[src/rtl/pkt_route_pkg.sv]
package pkt_route_pkg;

  typedef enum logic [1:0] {
    PS_IDLE = 2'd0,
    PS_CUT  = 2'd1,
    PS_FILL = 2'd2,
    PS_SEND = 2'd3
  } port_state_e;

  // Destination index of a head word; nports must be a power of two.
  function automatic int unsigned pick_dest(input logic [31:0] word,
                                            input int unsigned nports);
    return int'(word) % nports;
  endfunction

endpackage

[src/rtl/pkt_fifo.sv]
module pkt_fifo #(
  parameter int W     = 17,
  parameter int DEPTH = 8
) (
  input  logic         clk,
  input  logic         rst,
  input  logic         push,
  input  logic [W-1:0] wdata,
  input  logic         pop,
  output logic [W-1:0] rdata,
  output logic         empty,
  output logic         full
);
  localparam int PW = (DEPTH > 1) ? $clog2(DEPTH) : 1;
  localparam int CW = $clog2(DEPTH + 1);

  logic [W-1:0]  mem [DEPTH];
  logic [PW-1:0] wptr, rptr;
  logic [CW-1:0] count;

  function automatic logic [PW-1:0] bump(input logic [PW-1:0] p);
    return (p == PW'(DEPTH - 1)) ? '0 : p + 1'b1;
  endfunction

  assign empty = (count == '0);
  assign full  = (count == CW'(DEPTH));
  assign rdata = mem[rptr];

  always_ff @(posedge clk) begin
    if (push && !full) mem[wptr] <= wdata;
  end

  always_ff @(posedge clk) begin
    if (rst) begin
      wptr  <= '0;
      rptr  <= '0;
      count <= '0;
    end else begin
      if (push && !full)  wptr <= bump(wptr);
      if (pop && !empty)  rptr <= bump(rptr);
      case ({push && !full, pop && !empty})
        2'b10:   count <= count + 1'b1;
        2'b01:   count <= count - 1'b1;
        default: count <= count;
      endcase
    end
  end
endmodule

[src/rtl/pkt_out_demux.sv]
module pkt_out_demux #(
  parameter int NUM_OUT = 4,
  parameter int SEL_W   = 2
) (
  input  logic               enable,
  input  logic [SEL_W-1:0]   sel,
  input  logic [NUM_OUT-1:0] out_ready,
  output logic [NUM_OUT-1:0] out_valid,
  output logic               fire
);
  for (genvar g = 0; g < NUM_OUT; g++) begin : g_lane
    assign out_valid[g] = enable && (sel == SEL_W'(g));
  end
  assign fire = |(out_valid & out_ready);
endmodule

[src/rtl/pkt_route_port.sv]
module pkt_route_port
  import pkt_route_pkg::*;
#(
  parameter int NUM_OUT = 4,
  parameter int DATA_W  = 16,
  parameter int DEPTH   = 8
) (
  input  logic               clk,
  input  logic               rst,
  input  logic               mode_sf,
  input  logic               in_valid,
  output logic               in_ready,
  input  logic [DATA_W-1:0]  in_data,
  input  logic               in_last,
  output logic [NUM_OUT-1:0] out_valid,
  input  logic [NUM_OUT-1:0] out_ready,
  output logic [DATA_W-1:0]  out_data,
  output logic               out_last
);
  localparam int SEL_W = (NUM_OUT > 1) ? $clog2(NUM_OUT) : 1;
  localparam int FW    = DATA_W + 1;

  port_state_e      st;
  logic [SEL_W-1:0] route_q;
  logic             in_done;

  logic [FW-1:0] f_rdata;
  logic          f_empty, f_full;
  logic          fwd_en, out_fire;

  // named events for the checker
  logic st_idle, st_cut, st_fill, st_send;
  logic in_take, head_take, last_take, tail_leave;

  assign st_idle = (st == PS_IDLE);
  assign st_cut  = (st == PS_CUT);
  assign st_fill = (st == PS_FILL);
  assign st_send = (st == PS_SEND);

  function automatic logic [SEL_W-1:0] dest_of(input logic [DATA_W-1:0] d);
    logic [31:0] w;
    w = 32'(d);
    return SEL_W'(pick_dest(w, NUM_OUT));
  endfunction

  assign in_ready   = !f_full && (st_idle || st_fill || (st_cut && !in_done));
  assign in_take    = in_valid && in_ready;
  assign head_take  = in_take && st_idle;
  assign last_take  = in_take && in_last;
  assign fwd_en     = !f_empty && (st_cut || st_send);
  assign tail_leave = out_fire && f_rdata[DATA_W];

  assign out_data = f_rdata[DATA_W-1:0];
  assign out_last = f_rdata[DATA_W];

  pkt_fifo #(.W(FW), .DEPTH(DEPTH)) u_buf (
    .clk   (clk),
    .rst   (rst),
    .push  (in_take),
    .wdata ({in_last, in_data}),
    .pop   (out_fire),
    .rdata (f_rdata),
    .empty (f_empty),
    .full  (f_full)
  );

  pkt_out_demux #(.NUM_OUT(NUM_OUT), .SEL_W(SEL_W)) u_dmx (
    .enable    (fwd_en),
    .sel       (route_q),
    .out_ready (out_ready),
    .out_valid (out_valid),
    .fire      (out_fire)
  );

  always_ff @(posedge clk) begin
    if (rst) begin
      st      <= PS_IDLE;
      route_q <= '0;
      in_done <= 1'b0;
    end else begin
      unique case (st)
        PS_IDLE: if (head_take) begin
          in_done <= in_last;
          if (!mode_sf) begin
            route_q <= dest_of(in_data);
            st      <= PS_CUT;
          end else if (in_last) begin
            route_q <= dest_of(in_data);
            st      <= PS_SEND;
          end else begin
            st      <= PS_FILL;
          end
        end
        PS_CUT: begin
          if (last_take) in_done <= 1'b1;
          if (tail_leave) begin
            in_done <= 1'b0;
            st      <= PS_IDLE;
          end
        end
        PS_FILL: if (last_take) begin
          // whole packet now held: decide from the stored head
          route_q <= dest_of(f_rdata[DATA_W-1:0]);
          in_done <= 1'b1;
          st      <= PS_SEND;
        end
        PS_SEND: if (tail_leave) begin
          in_done <= 1'b0;
          st      <= PS_IDLE;
        end
        default: st <= PS_IDLE;
      endcase
    end
  end
endmodule

[config.mk]
export PLATFORM = sky130hd
export DESIGN_NAME = pkt_route_port
export DESIGN_NICKNAME = d
export VERILOG_FILES = /design/src/rtl/pkt_route_pkg.sv /design/src/rtl/pkt_fifo.sv /design/src/rtl/pkt_out_demux.sv /design/src/rtl/pkt_route_port.sv
export SDC_FILE = /design/constraint.sdc
export NUM_CORES = 1
export LEC_CHECK = 0
export ABC_AREA = 0
export BUFFER_PORTS_ARGS = -buffer_cell sky130_fd_sc_hd__buf_2
export CAP_MARGIN = 20
export CORE_UTILIZATION = 64
export DETAILED_ROUTE_END_ITERATION = 16
export PLACE_DENSITY = 0.87
export SLEW_MARGIN = 20
export SYNTH_ARGS = -nofsm -noshare
export SYNTH_HDL_FRONTEND = slang
export SYNTH_HIERARCHICAL = 1
export SYNTH_SLANG_ARGS = --single-unit
[constraint.sdc]
create_clock -name clk -period 5.55 [get_ports clk]
set_input_delay 0.555 -clock clk [delete_from_list [all_inputs] [get_ports clk]]
set_output_delay 0.555 -clock clk [all_outputs]
set_load 0.05 [all_outputs]
==> results of run 1 <==
==> metal layers <==
| metal | global-route usage, % | routed length [µm] |
|---|---|---|
| met1 | 29.9 | 4540 |
| met2 | 41.9 | 6200 |
| met3 | 6.17 | 617 |
| met4 | 10.7 | 105 |
| met5 | 0 | 0 |
==> kinds of logic (layout without fill, tap and decap cells) <==
family,after synthesis,after routing,share of synthesized area [%]
adder cells (fa/ha/maj),7,7,1.40
AND/OR/NAND/NOR,50,50,4.17
buffers and inverters,19,87,2.02
AO/OA/AOI/OAI,25,25,2.86
flip-flops,154,154,70.9
multiplexers,59,59,18.2
XOR/XNOR,3,3,0.419
==> flip-flops by register name (all words and copies together) (netlist names), named ones only <==
name	count
in_done	1
route_q	2
st	2
u_buf/count	4
u_buf/mem	136
u_buf/rptr	3
u_buf/wptr	3
==> synthesized netlist by cell type, drive strengths merged, types with 4 or more instances <==
library cell | instances | share of area, %
mux2i | 6 | 0.96
ha | 7 | 1.4
clkbuf | 6 | 0.40
nand2b | 4 | 0.40
buf | 11 | 1.5
nor3 | 7 | 0.56
edfxtp | 136 | 65
mux4 | 34 | 14
mux2 | 19 | 3.4
a21oi | 10 | 0.80
dfxtp | 18 | 5.8
nor2 | 17 | 1.0
nand2 | 8 | 0.48
==> power by group <==
group | internal, mW | leakage, nW | switching (mW)
logic | 0.0626 | 0.832 | 0.115
clock network | 0.649 | 0.278 | 0.466
registers | 1.29 | 1.38 | 0.0249
total | 2.00 | 2.49 | 0.606
==> cell type report <==
type / instances / area (µm²)
Tap cell: 129 / 161
Multi-Input combinational cell: 144 / 1720
Sequential cell: 154 / 4450
Inverter: 2 / 7.51
Timing Repair Buffer: 54 / 290
Clock buffer: 17 / 414
Clock inverter: 14 / 159
Fill cell: 492 / 2170
==> worst reg2reg max path, cell delays in order (launching register included) <==
cell     delay, ps
dfxtp_1        510
nor4_1         110
nor2b_1        150
or2b_1         270
o22ai_1        340
o41ai_2        220
inv_1          150
ha_1           280
xor2_1         220
ha_1           190
a21oi_1         60
xor2_1         180
or3_1          310
a21oi_1        160
==> how the worst max path moves through the flow <==
stage | from | to | cells past startpoint
after floorplan | u_buf/count[0] | u_buf/mem[0][0] | 8
after global placement | u_buf/count[1] | u_buf/count[3] | 11
after detailed placement | u_buf/count[1] | u_buf/count[2] | 13
after CTS | flip-flop | out_data[4] | 3
after global routing | flip-flop | out_data[4] | 3
final | flip-flop | out_data[4] | 3
==> stage by stage <==
stage	instance area, µm²	cells	hold WS (ps)
global placement	6630	483	474
global route	7200	514	283
detailed placement	6630	483	487
finish	7200	514	287
floorplan	6270	317	455
CTS	7200	514	270
==> results.sh, run 1 <==
export IMPL_ir_drop_uv=227
export IMPL_maxCapViolations=0
export IMPL_cp_num_buf_inv=1
export IMPL_insertion_delay_ps=530
export IMPL_powerDensity_mw_per_mm2=363
export IMPL_cp_required_ps=4990
export IMPL_post_route_period_util_pct=60.5
export IMPL_diodes=0
export IMPL_crit_chain="mux4_1 -> mux2_2 -> buf_2"
export IMPL_min_to="u_buf/mem[4][8]"
export IMPL_cts_hold_buffers=0
export IMPL_hold_path_class="in2reg"
export IMPL_yosys_warnings=6
export IMPL_reg2reg_slack_ps=2330
export IMPL_grt_pass1_vias=3169
export IMPL_ys_seq_elements=154
export IMPL_total_power_mw=2.61
export IMPL_tightest_slew_ps=1070
export IMPL_crit_fanout=34
export IMPL_clockBufferDepth=2
export IMPL_core_mm2=0.00937
export IMPL_yosysSeqAreaShare_pct=70.9
export IMPL_dieHeight_um=101
export IMPL_worstHoldStart="in_data[8]"
export IMPL_clk_pin_slew_ps=60
export IMPL_r2r_cells=13
export IMPL_max_freq_mhz=298
export IMPL_finalWeightedCongestion=0.774
export IMPL_crit_family="flip-flops"
export IMPL_rsz0062_at_grt="false"
export IMPL_vias=3184
export IMPL_status="complete, no violations"
export IMPL_fin_setup_tns_ps=0
export IMPL_synth_fp_nets=349
export IMPL_drive_gt1_share_pct=31.2
export IMPL_fin_skew_ps=9.73
export IMPL_gr_usage_all_layers_pct=24.5
export IMPL_initial_core_util_pct=66.9
export IMPL_synthCells=317
export IMPL_crit_arrival_ps=2800
export IMPL_drt_iter0_drc=200
export IMPL_pre_cts_slack_ps=2450
export IMPL_h_tree_depth=4
export IMPL_reg2reg_from="u_buf/count[1]"
export IMPL_min_period_ps=3360
export IMPL_io_buffers=46
export IMPL_routed_via_density=6.19
export IMPL_finalMaxSlewViolations=0
export IMPL_rows=35
export IMPL_cts_tree="yes"
export IMPL_cts_made_buffers=17
export IMPL_boundaryPins=47
export IMPL_slowest_stage="dfxtp_2"
export IMPL_grt_pass1_wl_um=17200
export IMPL_syn_area_per_cell_um2=19.8
export IMPL_overflow=0
export IMPL_syn_to_final_growth_pct=14.9
export IMPL_leakage_nw=2.49
export IMPL_critical_path_max_stage_delay_ps=1030
export IMPL_dr_pass1_iters=5
export IMPL_synth_cell_types=44
export IMPL_detailed_place_hpwl_um=6330
export IMPL_nets=405
export IMPL_netlist_area_mm2=0.00627
export IMPL_crit_path_end_kind="primary output"
export IMPL_final_cell_mix="edfxtp_1 (136), buf_2 (46), mux4_1 (27)"
export IMPL_path_class="reg2out"
export IMPL_layout_commonest_cell="edfxtp_1"
export IMPL_die_w_um=101
export IMPL_slew_headroom_pct=28.8
export IMPL_die_area_mm2=0.0102
export IMPL_ys_async_sr_fraction_pct=0
export IMPL_ant_nets=0
export IMPL_clock_sinks=154
export IMPL_remaining_drc_errors=0
export IMPL_hold_viol_final=0
export IMPL_cts_resized=0
export IMPL_cts_root_buf="clkbuf_8"
export IMPL_synth_main_ff_cell="edfxtp_1"
export IMPL_setup_viol=0
export IMPL_hold_depth=1
export IMPL_worst_setup_path_start_kind="flip-flop"
export IMPL_setup_slack_ps=2190
export IMPL_antenna_found_initial=0
export IMPL_synth_edf_count=136
export IMPL_grt_max_degree=35
export IMPL_utilization_pct=76.8
export IMPL_drt_total_wl_um=11500
export IMPL_postCtsSetupBuffers=0
export IMPL_timing_rr_end="u_buf/count[2]"
export IMPL_wire_per_inst_um=22.3
(Power assumes the default switching activity.)
==> run 2, diff against run 1 <==
- ABC_AREA: 0 -> 1
- CORE_UTILIZATION: 64 -> 54
- PLACE_DENSITY: 0.87 -> 0.79
- clock period: 5.55 -> 2.9 ns (I/O delays scaled with it)
==> run 2 against run 1 <==
Effect of this change:
- synthesized cell count increased by 73%
- final cell count increased by 50%
- non-clock buffer count increased by 14
- critical endpoint is now u_buf/count[2]
- critical path type is now reg2reg
- global-route usage decreased by 2.4 points
==> results.sh, run 2 <==
export IMPL_pre_cts_slack_ps=252
export IMPL_yosys_top_cells_area="edfxtp_1 (64%), dfxtp_1 (5.7%), nor2_1 (5.4%)"
export IMPL_vias=4330
export IMPL_ant_nets=0
export IMPL_clk_pin_slew_ps=60
export IMPL_yosys_warnings=6
export IMPL_routed_via_density=5.63
export IMPL_max_freq_mhz=378
export IMPL_filler_cell_count=806
export IMPL_drive_gt1_share_pct=17.1
export IMPL_layout_commonest_cell="edfxtp_1"
export IMPL_nets=645
export IMPL_cp_required_ps=3210
export IMPL_clock_sinks=154
export IMPL_slew_headroom_pct=52.8
export IMPL_slowest_stage="dfxtp_1"
export IMPL_setup_viol=0
export IMPL_final_cell_mix="edfxtp_1 (136), nor2_1 (90), nand2_1 (90)"
export IMPL_post_route_period_util_pct=91.2
export IMPL_dr_pass1_iters=5
export IMPL_rows=39
export IMPL_status="complete, no violations"
export IMPL_crit_chain="nor2_1 -> nand3_1 -> inv_1 -> nor2_2 -> nand3_1 -> nor2_1 -> nor2_1 -> nand2_1 -> nand2_1 -> inv_1 -> ha_1 -> nand2_1 -> inv_1 -> nor2_1 -> ha_1 -> a21oi_1 -> xnor2_1 -> o21ai_0 -> inv_1"
export IMPL_regMostFlops="u_buf/mem"
export IMPL_h_tree_depth=4
export IMPL_min_period_ps=2650
export IMPL_cts_made_buffers=17
export IMPL_initial_core_util_pct=55.5
export IMPL_synth_main_ff_cell="edfxtp_1"
export IMPL_diodes=0
export IMPL_yosysSeqAreaShare_pct=69.9
export IMPL_remaining_drc_errors=0
export IMPL_synth_fp_nets=581
export IMPL_leakage_nw=2.78
export IMPL_boundaryPins=47
export IMPL_cts_root_buf="clkbuf_16"
export IMPL_ys_async_sr_fraction_pct=0
export IMPL_critical_path_max_stage_delay_ps=410
export IMPL_gr_usage_all_layers_pct=22.2
export IMPL_finalMaxSlewViolations=0
export IMPL_hold_path_class="in2reg"
export IMPL_postCtsSetupBuffers=0
export IMPL_synth_edf_count=136
export IMPL_fin_setup_tns_ps=0
export IMPL_dieHeight_um=111
export IMPL_powerDensity_mw_per_mm2=875
export IMPL_cts_tree="yes"
export IMPL_antenna_found_initial=0
export IMPL_overflow=0
export IMPL_setup_slack_ps=254
export IMPL_yosysTopAreaCell="edfxtp_1"
export IMPL_synth_cell_types=32
export IMPL_core_mm2=0.0115
export IMPL_reg2reg_slack_ps=250
export IMPL_worst_setup_path_start_kind="flip-flop"
export IMPL_io_buffers=46
export IMPL_syn_to_final_growth_pct=16.0
export IMPL_reg_top3="u_buf/mem (136), u_buf/count (4)"
export IMPL_synth_most_common_cell="edfxtp_1"
export IMPL_netlist_area_mm2=0.00636
export IMPL_fin_skew_ps=10.9
export IMPL_tightest_slew_ps=704
export IMPL_largest_reg_flops=136
export IMPL_drt_iter0_drc=346
export IMPL_rsz0062_at_grt="false"
export IMPL_die_w_um=111
export IMPL_crit_path_end_kind="flip-flop"
export IMPL_maxCapViolations=0
export IMPL_hold_viol_final=0
export IMPL_ys_seq_elements=154
export IMPL_grt_pass1_vias=4203
export IMPL_detailed_place_hpwl_um=7930
export IMPL_wire_per_inst_um=16.9
export IMPL_synth_top_area_share_pct=64.2
export IMPL_clockBufferDepth=2
export IMPL_synth_common_cells="edfxtp_1 (136), nor2_1 (91), nand2_1 (90), o21ai_0 (66), inv_1 (30)"
export IMPL_synthCells=549
export IMPL_crit_fanout=5
export IMPL_finalWeightedCongestion=0.808
export IMPL_grt_max_degree=69
export IMPL_drt_total_wl_um=13000
export IMPL_ir_drop_uv=594
export IMPL_utilization_pct=64.4
export IMPL_syn_area_per_cell_um2=11.6
export IMPL_grt_pass1_wl_um=20600
export IMPL_insertion_delay_ps=430
export IMPL_die_area_mm2=0.0122
export IMPL_cts_hold_buffers=0
export IMPL_path_class="reg2reg"
export IMPL_crit_arrival_ps=2960
run 2: metal layers:
metal  GRT usage, %  routed length, µm  up-vias
met3           5.76                810       39
met1           27.3               5310     2050
li1               -                  -     2067
met2           36.2               6570      174
met5              0                  0        -
met4           11.4                313        0
run 2: timing repair:
item	4_1_cts	5_1_grt
hold endpoints to repair	0	0
endpoints found under the setup margin	0	1
resized for setup	0	1
run 2: logic make-up (layout without fill, tap and decap cells):
group / after synthesis / count (layout) / synth area share, %
simple gates: 204 / 204 / 12.6
buf+inv: 56 / 133 / 3.97
mux: 17 / 17 / 2.67
compound gates: 108 / 108 / 9.09
xor+xnor: 3 / 3 / 0.413
flops: 154 / 154 / 69.9
fa+ha+maj: 7 / 7 / 1.38
run 2: area by class of cell:
type                    instances  area, µm²  area share (%)
clock buffers                  17        425            5.76
well taps                     143        179            2.42
inverters                      33        124            1.68
repair buffers                 68        408            5.53
clock inverters                15        131            1.78
multi-input cells             339       1670            22.6
flip-flops and latches        154       4450            60.2
run 2: critical path, delay by kind of cell (launching register included):
| kind | cells | cell delay (ps) |
|---|---|---|
| simple gates | 10 | 950 |
| fa+ha+maj | 2 | 420 |
| flops | 1 | 410 |
| buf+inv | 4 | 350 |
| compound gates | 2 | 320 |
| xor+xnor | 1 | 90 |
run 2: path summary, 6_finish.rpt:
check	cells past startpoint	startpoint	to
max	19	u_buf/count[1]	u_buf/count[2]
min	1	in_data[14]	u_buf/mem[3][14]
max reg2reg	19	u_buf/count[1]	u_buf/count[2]
min reg2reg	2	u_buf/rptr[0]	flip-flop
run 2: power by group:
group | switching, mW | total [mW] | internal [mW] | leakage (nW)
combinational | 1.16 | 1.61 | 0.449 | 1.13
sequential | 0.102 | 2.79 | 2.69 | 1.38
clock | 0.934 | 2.06 | 1.12 | 0.267
run 2: stage by stage:
step                hold slack [ps]  cells  cell area [µm²]  power [mW]
finish                          125    769             7380        6.46
global route                    121    769             7380        6.73
CTS                             110    769             7380        6.47
detailed placement              494    737             6820        4.42
global placement                485    737             6820        4.35
floorplan                       359    549             6360        3.99
